**config.mk**
```make
export PLATFORM = sky130hd
export DESIGN_NAME = irq_combiner
export DESIGN_NICKNAME = d
export VERILOG_FILES = /design/src/rtl/irq_combiner_pkg.sv /design/src/rtl/irq_combiner_ctrl.sv /design/src/rtl/irq_combiner_dp.sv /design/src/rtl/irq_combiner.sv
export SDC_FILE = /design/constraint.sdc
export NUM_CORES = 1
export LEC_CHECK = 0
export BUFFER_PORTS_ARGS = -buffer_cell sky130_fd_sc_hd__clkbuf_2
export CAP_MARGIN = 20
export CORE_UTILIZATION = 44
export CTS_CLUSTER_SIZE = 25
export DETAILED_ROUTE_END_ITERATION = 8
export PLACE_DENSITY = 0.75
export SYNTH_ARGS = -nofsm -noshare
export SYNTH_HDL_FRONTEND = slang
export SYNTH_HIERARCHICAL = 1
export SYNTH_SLANG_ARGS = --single-unit
export TNS_END_PERCENT = 20
```
**constraint.sdc**
```tcl
create_clock -name clk -period 1.51 [get_ports clk]
set_clock_uncertainty 0.2 [all_clocks]
set_input_delay 0 -clock clk [delete_from_list [all_inputs] [get_ports clk]]
set_output_delay 0 -clock clk [all_outputs]
set_load 0.03 [all_outputs]
```
**src/rtl/irq_combiner_pkg.sv**
```systemverilog
package irq_combiner_pkg;
  localparam int unsigned REG_W = 8;
  localparam int unsigned ADDR_W = 2;

  typedef enum logic [ADDR_W-1:0] {
    ADDR_PORT_EN = 2'd0,
    ADDR_CTRL    = 2'd1,
    ADDR_CLEAR   = 2'd2,
    ADDR_SPARE   = 2'd3
  } regAddr_e;

  // control byte field positions
  localparam int unsigned CTRL_SEL_BIT    = 0;
  localparam int unsigned CTRL_CTR_EN_BIT = 1;
  localparam int unsigned CTRL_MASTER_BIT = 2;

  typedef struct packed {
    logic wrPortEn;
    logic wrCtrl;
    logic clrTimer;
  } strobes_t;
endpackage

```
**src/rtl/irq_combiner_ctrl.sv**
```systemverilog
module irq_combiner_ctrl
  import irq_combiner_pkg::*;
#(
  parameter int unsigned NUM_SRC = 8
) (
  input  logic              busWrEn,
  input  logic [ADDR_W-1:0] busAddr,
  input  logic [NUM_SRC-1:0] portReq,
  input  logic              timerPendingQ,
  output strobes_t          strobes,
  output logic [REG_W-1:0]  busRdData
);
  regAddr_e addr;
  assign addr = regAddr_e'(busAddr);

  always_comb begin
    strobes = '0;
    if (busWrEn) begin
      unique case (addr)
        ADDR_PORT_EN: strobes.wrPortEn = 1'b1;
        ADDR_CTRL:    strobes.wrCtrl   = 1'b1;
        ADDR_CLEAR:   strobes.clrTimer = 1'b1;
        default:      strobes = '0;
      endcase
    end
  end

  always_comb begin
    unique case (addr)
      ADDR_PORT_EN: busRdData = REG_W'(portReq);
      ADDR_CTRL:    busRdData = REG_W'(timerPendingQ);
      default:      busRdData = '0;
    endcase
  end
endmodule

```
**src/rtl/irq_combiner_dp.sv**
```systemverilog
module irq_combiner_dp
  import irq_combiner_pkg::*;
#(
  parameter int unsigned NUM_SRC = 8
) (
  input  logic               clk,
  input  logic               rstN,
  input  strobes_t           strobes,
  input  logic [REG_W-1:0]   wrData,
  input  logic [NUM_SRC-1:0] portReq,
  input  logic [1:0]         ctrOut,
  output logic [NUM_SRC-1:0] portEnQ,
  output logic               ctrSelQ,
  output logic               ctrEnQ,
  output logic               masterEnQ,
  output logic               timerPendingQ,
  output logic               hostIrq
);
  logic [1:0]         ctrPrevQ;
  logic [NUM_SRC-1:0] gatedReq;
  logic               timerFall;
  logic               irqNext;
  logic               unusedWrBits;

  assign unusedWrBits = ^wrData;

  for (genvar g = 0; g < NUM_SRC; g++) begin : g_gate
    assign gatedReq[g] = portReq[g] & portEnQ[g];
  end

  assign timerFall = ctrEnQ & ctrPrevQ[ctrSelQ] & ~ctrOut[ctrSelQ];
  assign irqNext   = masterEnQ & ((|gatedReq) | (timerPendingQ & ctrEnQ));

  always_ff @(posedge clk) begin
    if (!rstN) begin
      portEnQ       <= '0;
      ctrSelQ       <= 1'b0;
      ctrEnQ        <= 1'b0;
      masterEnQ     <= 1'b0;
      timerPendingQ <= 1'b0;
      ctrPrevQ      <= '0;
      hostIrq       <= 1'b0;
    end else begin
      if (strobes.wrPortEn) portEnQ <= wrData[NUM_SRC-1:0];
      if (strobes.wrCtrl) begin
        ctrSelQ   <= wrData[CTRL_SEL_BIT];
        ctrEnQ    <= wrData[CTRL_CTR_EN_BIT];
        masterEnQ <= wrData[CTRL_MASTER_BIT];
      end
      ctrPrevQ <= ctrOut;
      if (timerFall)             timerPendingQ <= 1'b1;
      else if (strobes.clrTimer) timerPendingQ <= 1'b0;
      hostIrq <= irqNext;
    end
  end
endmodule

```
**src/rtl/irq_combiner.sv**
```systemverilog
module irq_combiner
  import irq_combiner_pkg::*;
#(
  parameter int unsigned NUM_DEV       = 4,
  parameter int unsigned PORTS_PER_DEV = 2
) (
  input  logic                               clk,
  input  logic                               rstN,
  input  logic                               busWrEn,
  input  logic [1:0]                         busAddr,
  input  logic [7:0]                         busWrData,
  output logic [7:0]                         busRdData,
  input  logic [NUM_DEV*PORTS_PER_DEV-1:0]   portReq,
  input  logic [1:0]                         ctrOut,
  output logic                               hostIrq
);
  localparam int unsigned NUM_SRC = NUM_DEV * PORTS_PER_DEV;

  strobes_t           strobes;
  logic [NUM_SRC-1:0] portEnQ;
  logic               ctrSelQ;
  logic               ctrEnQ;
  logic               masterEnQ;
  logic               timerPendingQ;

  irq_combiner_ctrl #(.NUM_SRC(NUM_SRC)) i_ctrl (
    .busWrEn       (busWrEn),
    .busAddr       (busAddr),
    .portReq       (portReq),
    .timerPendingQ (timerPendingQ),
    .strobes       (strobes),
    .busRdData     (busRdData)
  );

  irq_combiner_dp #(.NUM_SRC(NUM_SRC)) i_dp (
    .clk           (clk),
    .rstN          (rstN),
    .strobes       (strobes),
    .wrData        (busWrData),
    .portReq       (portReq),
    .ctrOut        (ctrOut),
    .portEnQ       (portEnQ),
    .ctrSelQ       (ctrSelQ),
    .ctrEnQ        (ctrEnQ),
    .masterEnQ     (masterEnQ),
    .timerPendingQ (timerPendingQ),
    .hostIrq       (hostIrq)
  );
endmodule

```
==> summary.md, run 1 <==
| Metric | Value |
|---|---|
| Vias in the first global route | about 670 |
| Largest net degree at the start of global routing | 9 |
| CTS tree | done |
| Worst-Margin Slew | ~0.34 ns |
| Worst r2r path cells | 3 |
| Worst hold path stage count | 4 |
| 1st-iter DRT viols | 18 |
| Hold Vio Cnt, Final | 0 |
| Yosys reg bits | 15 |
| Placer Congestion | 0.7641 |
| Critical path class | in2reg |
| Layout cell share with drive strength beyond 1 | 30.23% |
| Worst setup SP type | input pin |
| Cts repair resizes | 0 |
| Achievable frequency | slightly above 0.7 GHz |
| Crit path max-delay cell type | dlygate4sd3_1 |
| Root buffer cell | clkbuf_4 |
| Placed Cells | 112 |
| Die height | between 40 and 50 um |
| Status | finished clean |
| Initial core utilization | around half |
| Cell Pwr Density | 718.5 mW/mm^2 |
| Cells along the critical path | dlygate4sd3_1 > clkbuf_2 > mux2i_1 > nor2b_1 > dlygate4sd3_1 |
| Die Wd | slightly above 40 um |
| Wire length per cell | 13.74 um |
| RSZ-0062 raised after global routing | false |
| Syn Area/Cell | 10.28 sq um |
| Total core area | 0.001366 sq mm |
| CP max FO | 1 |
| Final Non-Filler Cells | 144 |
| Pins Over Slew Limit | 0 |
| Ys Warns | 6 |
| Worst hold path type | in2reg |
| Net count, final | 153 |
| Initial antenna violation count | 0 |
| # rows | 13 |
| Critical path arrival | ~1.4 ns |
| Final WL | roughly 2000 um |
| Vias per cell | a little over 5 |
| Post-DP HPWL | 1082 um |
| Tcrit/Tclk final | 93.75% |
| Gr ovfl total | 0 |
| CTS H-tree lvls | 1 |
| Die area | 0.001702 sq mm |
| Worst-Skew Late Latency | 0.29 ns |
| I/O Buffers | 31 |
| Total CTS buffers | 3 |
| Setup violations, final | 0 |
| Sequential-to-total area share from yosys stat | 44.28% |
| Setup TNS | 0 ns |
| First-pass GRT wire length | 2925 um |
| Syn Nets | 89 |
| Mapped Area | 678.2 sq um |
| Number of clock sinks | 15 |
| Max transition margin | 76.97% |
| P_leak | 0.5217 nW |
| Final ANT Viol Nets | 0 |
| Post-Synthesis Cells | between 60 and 70 |
| Post-CTS setup buffer count | 0 |
| Max clock buf depth | 2 |
| Synth cell types | 20 |
| Area grow syn2layout | 71.22% |
| CP dominant cell by count | dlygate4sd3_1 |
| Vias | 730 |
| ANT cells | 0 |
| CP endpoint kind | register |
| Worst VDD drop | between 0.4 and 0.5 mV |
| GRT Total Usage | between 20 and 30% |
| Worst path max stage delay | around 0.55 ns |
| Clock slew at reported path FFs | ~0.09 ns |
| Detailed Routing Iterations Pass 1 | 4 |
| CP Data Required Time | 1.49 ns |
| Num ports | 32 |
| Post-route minimum period | 1.416 ns |
| DRC viols | 0 |
| Max Cap Violations | 0 |
kinds of logic (layout without fill, tap and decap cells):
| family | Yosys count | in the layout | share of synthesized area, % |
|---|---|---|---|
| AND/OR/NAND/NOR | 30 | 30 | 27.31 |
| flip-flops | 15 | 15 | 44.28 |
| AO/OA/AOI/OAI | 7 | 7 | 8.856 |
| multiplexers | 12 | 12 | 17.71 |
| buffers and inverters | 2 | 65 | 1.845 |
timing repair:
item / CTS / global route
hold endpoints to repair: 15 / 1
hold buffers: 28 / 1
endpoints found under the setup margin: 0 / 1
cells in the mapped netlist, drive strengths merged:
master | n | area, sq um
a21boi | 1 | 7.510
a221oi | 1 | 15.01
a222oi | 1 | 10.01
a22o | 1 | 8.760
a22oi | 1 | 7.510
a31oi | 1 | 6.260
and2 | 10 | 62.56
and3b | 2 | 18.77
buf | 2 | 12.51
dfxtp | 15 | 300.3
mux2i | 12 | 120.1
nand2 | 2 | 7.510
nand2b | 1 | 6.260
nor2 | 3 | 13.77
nor2b | 11 | 68.82
nor3b | 1 | 7.510
o21ai | 1 | 5.000
path summary, 6_finish.rpt:
kind	startpoint	slack (ns)	to
min reg2reg	i_dp/masterEnQ	0.26	i_dp/hostIrq
max	busWrData[7]	0.09	i_dp/portEnQ[7]
min	busAddr[1]	0.004	i_dp/masterEnQ
max reg2reg	i_dp/portEnQ[3]	0.10	i_dp/portEnQ[3]
layer usage:
metal	global-route usage [%]	share of wire (%)	vias up
met5	0	0	-
met4	12.10	0.61	0
met3	8.152	6.7	2
met2	48.83	53	34
met1	31.80	40	340
li1	-	-	354
layout make-up:
class,count,area (sq um)
Timing Repair Buffer,61,450.4
Multi-Input combinational cell,49,365.4
Sequential cell,15,300.3
Fill cell,75,205.2
Clock buffer,4,26.28
Tap cell,15,18.77
registers in the layout, indices dropped and copies added, names as in the netlist:
signal,flops
i_dp/portEnQ,8
i_dp/ctrPrevQ,2
i_dp/ctrEnQ,1
i_dp/ctrSelQ,1
i_dp/hostIrq,1
i_dp/masterEnQ,1
i_dp/timerPendingQ,1
cells in the final DEF, fill, tap and decap left out, types with 2 or more instances in the layout:
| cell | count |
|---|---|
| clkbuf_2 | 31 |
| buf_4 | 2 |
| and2_1 | 10 |
| nor2b_1 | 11 |
| dlygate4sd3_1 | 28 |
| dfxtp_1 | 15 |
| nand2_1 | 2 |
| mux2i_1 | 12 |
| nor2_1 | 2 |
| clkbuf_4 | 3 |
worst max-delay path: cells and delay by family:
family / cells / cell delay [ns]
buffers and inverters: 3 / 1.18
multiplexers: 1 / 0.14
AND/OR/NAND/NOR: 1 / 0.06
power breakdown:
part           switching, mW  leakage [nW]  internal, mW  total (mW)
Clock                  0.139        0.0150         0.103       0.241
Combinational         0.0744         0.385         0.102       0.177
Sequential           0.00761         0.122         0.409       0.416
Total                  0.221         0.522         0.614       0.834
through the flow:
stage / util [%] / total power [mW] / cell area, sq um / worst slack [ns] / hold WS, ns
floorplan: - / 0.4891 / 678.2 / 0.4436 / -0.08821
global placement: 62.55 / 0.5412 / 854.6 / 0.3739 / 0.01599
detailed placement: 62.55 / 0.5439 / 854.6 / 0.3784 / 0.01731
CTS: 84.98 / 0.8253 / 1161 / 0.06446 / 0.005847
global route: 84.98 / 0.8696 / 1161 / 0.01868 / 0.03550
finish: 84.98 / 0.8343 / 1161 / 0.09445 / 0.003719
(Power assumes the default switching activity.)
==> run 2, diff against run 1 <==
HOLD_SLACK_MARGIN = 0.05   (was not set)
REMOVE_ABC_BUFFERS = 1   (was not set)
clock period = 1.6 ns   (was 1.51 ns; I/O delays follow)
==> run 2 against run 1 <==
Against the previous run: count of clock-buffer cells in the layout fell by 1; highest routed layer unchanged; critical path type unchanged; sequential cell count stayed put; sequential share of layout area down 0.89 points; non-clock buffer count rose by 4; first-iteration DRC count increased by 28%; sequential power fell by 5.5%.
==> summary.md, run 2 (synthesis gave the netlist of run 1 again) <==
| Metric | Value |
|---|---|
| Worst hold path type | in2reg |
| P_leak | 0.5414 nW (+3.8%) |
| Worst path max stage delay | 0.56 ns (about the same) |
| Biggest register | i_dp/portEnQ |
| Commonest non-fill, non-tap cells in the layout | dlygate4sd3_1 (32), clkbuf_2 (31), dfxtp_1 (15), mux2i_1 (12), nor2b_1 (11) |
| Gr busiest metal | met2 |
| GRT Total Usage | 25.95% (-2.3 points) |
| Met3 usage | 3.804% (-4.3 points) |
| Met2 GRT Util | 49.22% (+0.39 points) |
| Final WL | 2079 um (+5.1%) |
| Setup TNS | 0 ns (unchanged) |
| Critical path class | in2reg |
| Worst r2r path cells | 3 (unchanged) |
| Worst VDD drop | 0.5536 mV (+28%) |
| Max transition margin | 76.02% (-0.95 points) |
| DRC viols | 0 (unchanged) |
| Setup violations, final | 0 (unchanged) |
| Number of clock sinks | 15 (unchanged) |
| Worst setup SP type | input pin |
| Post-route minimum period | 1.547 ns |
| Hold Vio Cnt, Final | 0 (unchanged) |
| Gr ovfl total | 0 (unchanged) |
| Max clock buf depth | 2 (unchanged) |
| Critical path arrival | 1.51 ns (+0.11 ns) |
| Pins Over Slew Limit | 0 (unchanged) |
| Tcrit/Tclk final | a little over nine tenths |
| Cells along the critical path | dlygate4sd3_1 > clkbuf_2 > and2_1 > dlygate4sd3_1 |
| WHS | 0.07109 ns (+0.06737 ns) |
| CTS tree | done |
| Largest registers | i_dp/portEnQ: 8 flops, i_dp/ctrPrevQ: 2 flops |
| Largest net degree at the start of global routing | 16 (+7) |
| Achievable frequency | 0.6464 GHz |
| Vias per cell | 4.892 (-3.5%) |
| RSZ-0062 raised after global routing | false |
| Initial core utilization | 49.63% (unchanged) |
| Detailed Routing Iterations Pass 1 | 4 (unchanged) |
| # rows | 13 (unchanged) |
| Worst-Skew Late Latency | 0.28 ns (about the same) |
| Reg2reg setup slack | 0.14 ns (+0.04 ns) |
| GRT met1 Usage | 30.39% (-1.4 points) |
| Cell Pwr Density | 652.5 mW/mm^2 (-9.2%) |
| CP dominant cell by count | dlygate4sd3_1 |
| Worst hold path stage count | 4 (unchanged) |
| Num ports | 32 (unchanged) |
| Initial antenna violation count | 0 (unchanged) |
| Die Wd | 41.26 um (unchanged) |
| Commonest non-fill, non-tap cell in the layout | dlygate4sd3_1 |
| First-pass GRT wire length | 2787 um (-4.7%) |
| CP Data Required Time | 1.57 ns (+0.08 ns) |
| CTS H-tree lvls | 1 (unchanged) |
| Final ANT Viol Nets | 0 (unchanged) |
| Area grow syn2layout | 77.31% |
| Net count, final | 157 (+2.6%) |
| Crit path max-delay cell type | dlygate4sd3_1 |
| Die height | 41.26 um (unchanged) |
| Vias | 724 (-0.82%) |
| Status | finished clean |
| Worst-Margin Slew | 0.3584 ns (+0.01423 ns) |
| I/O Buffers | 31 (unchanged) |
| Layout cell share with drive strength beyond 1 | 30.08% (-0.16 points) |
| Root buffer cell | clkbuf_4 |
| Placer Congestion | 0.7199 (-5.8%) |
| Max Cap Violations | 0 (unchanged) |
| Wire length per cell | 14.05 um (+2.2%) |
| CP max FO | 15 (+14) |
| CP endpoint kind | register |
| Total CTS buffers | 3 (unchanged) |
| 1st-iter DRT viols | 23 (+5) |
| Post-DP HPWL | 1094 um (+1.1%) |
| Max reg flops | 8 (unchanged) |
| ANT cells | 0 (unchanged) |
| Total core area | 0.001366 sq mm (unchanged) |
| Vias in the first global route | 647 (-3.9%) |
| Cts repair resizes | 0 (unchanged) |
| Clock slew at reported path FFs | 0.09 ns (about the same) |
| Die area | 0.001702 sq mm (unchanged) |
==> run 2: final timing paths <==
path,start,end
min,busAddr[0],i_dp/timerPendingQ
max reg2reg,i_dp/portEnQ[2],i_dp/hostIrq
min reg2reg,i_dp/masterEnQ,i_dp/hostIrq
max,rstN,i_dp/ctrPrevQ[0]
==> run 2: power by group <==
group | total (mW) | internal [mW] | leakage [nW] | switching, mW
registers | 0.393 | 0.386 | 0.122 | 0.00701
clock network | 0.218 | 0.0925 | 0.0177 | 0.125
logic | 0.174 | 0.101 | 0.402 | 0.0725
total | 0.785 | 0.580 | 0.541 | 0.205
==> run 2: repair_timing <==
action / CTS / global route
hold buffers: 32 / 0
hold endpoints to repair: 15 / 0
buffers inserted: 0 / 0
==> run 2: area by class of cell <==
| class | count | area [sq um] |
|---|---|---|
| repair buffers | 65 | 490.5 |
| flip-flops and latches | 15 | 300.3 |
| fillers | 69 | 163.9 |
| well taps | 15 | 18.77 |
| clock buffers | 3 | 22.52 |
| clock inverters | 1 | 5.005 |
| multi-input cells | 49 | 365.4 |
==> run 2: worst max-delay path: cells and delay by family <==
family | cells | cell delay (ns)
simple gates | 1 | 0.21
buf+inv | 3 | 1.30
==> run 2: layer usage <==
metal  part of all wire [%]  up-vias  wire (um)
li1                       -      361          -
met1                     46      336        948
met2                     51       23       1050
met3                    3.0        4         63
met4                   0.82        0         17
met5                      0        -          0
==> run 2: stage by stage <==
stage	utilization [%]	cells	instance area, sq um	power (mW)	setup WS [ns]
final	88.00	148	1202	0.7845	0.05303
after global routing	88.00	148	1202	0.8208	0.04523
after CTS	88.00	148	1202	0.7785	0.09899
after detailed placement	62.55	112	854.6	0.5126	0.4426
after global placement	62.55	112	854.6	0.5107	0.4619
after floorplan	-	64	665.6	0.4579	0.4825
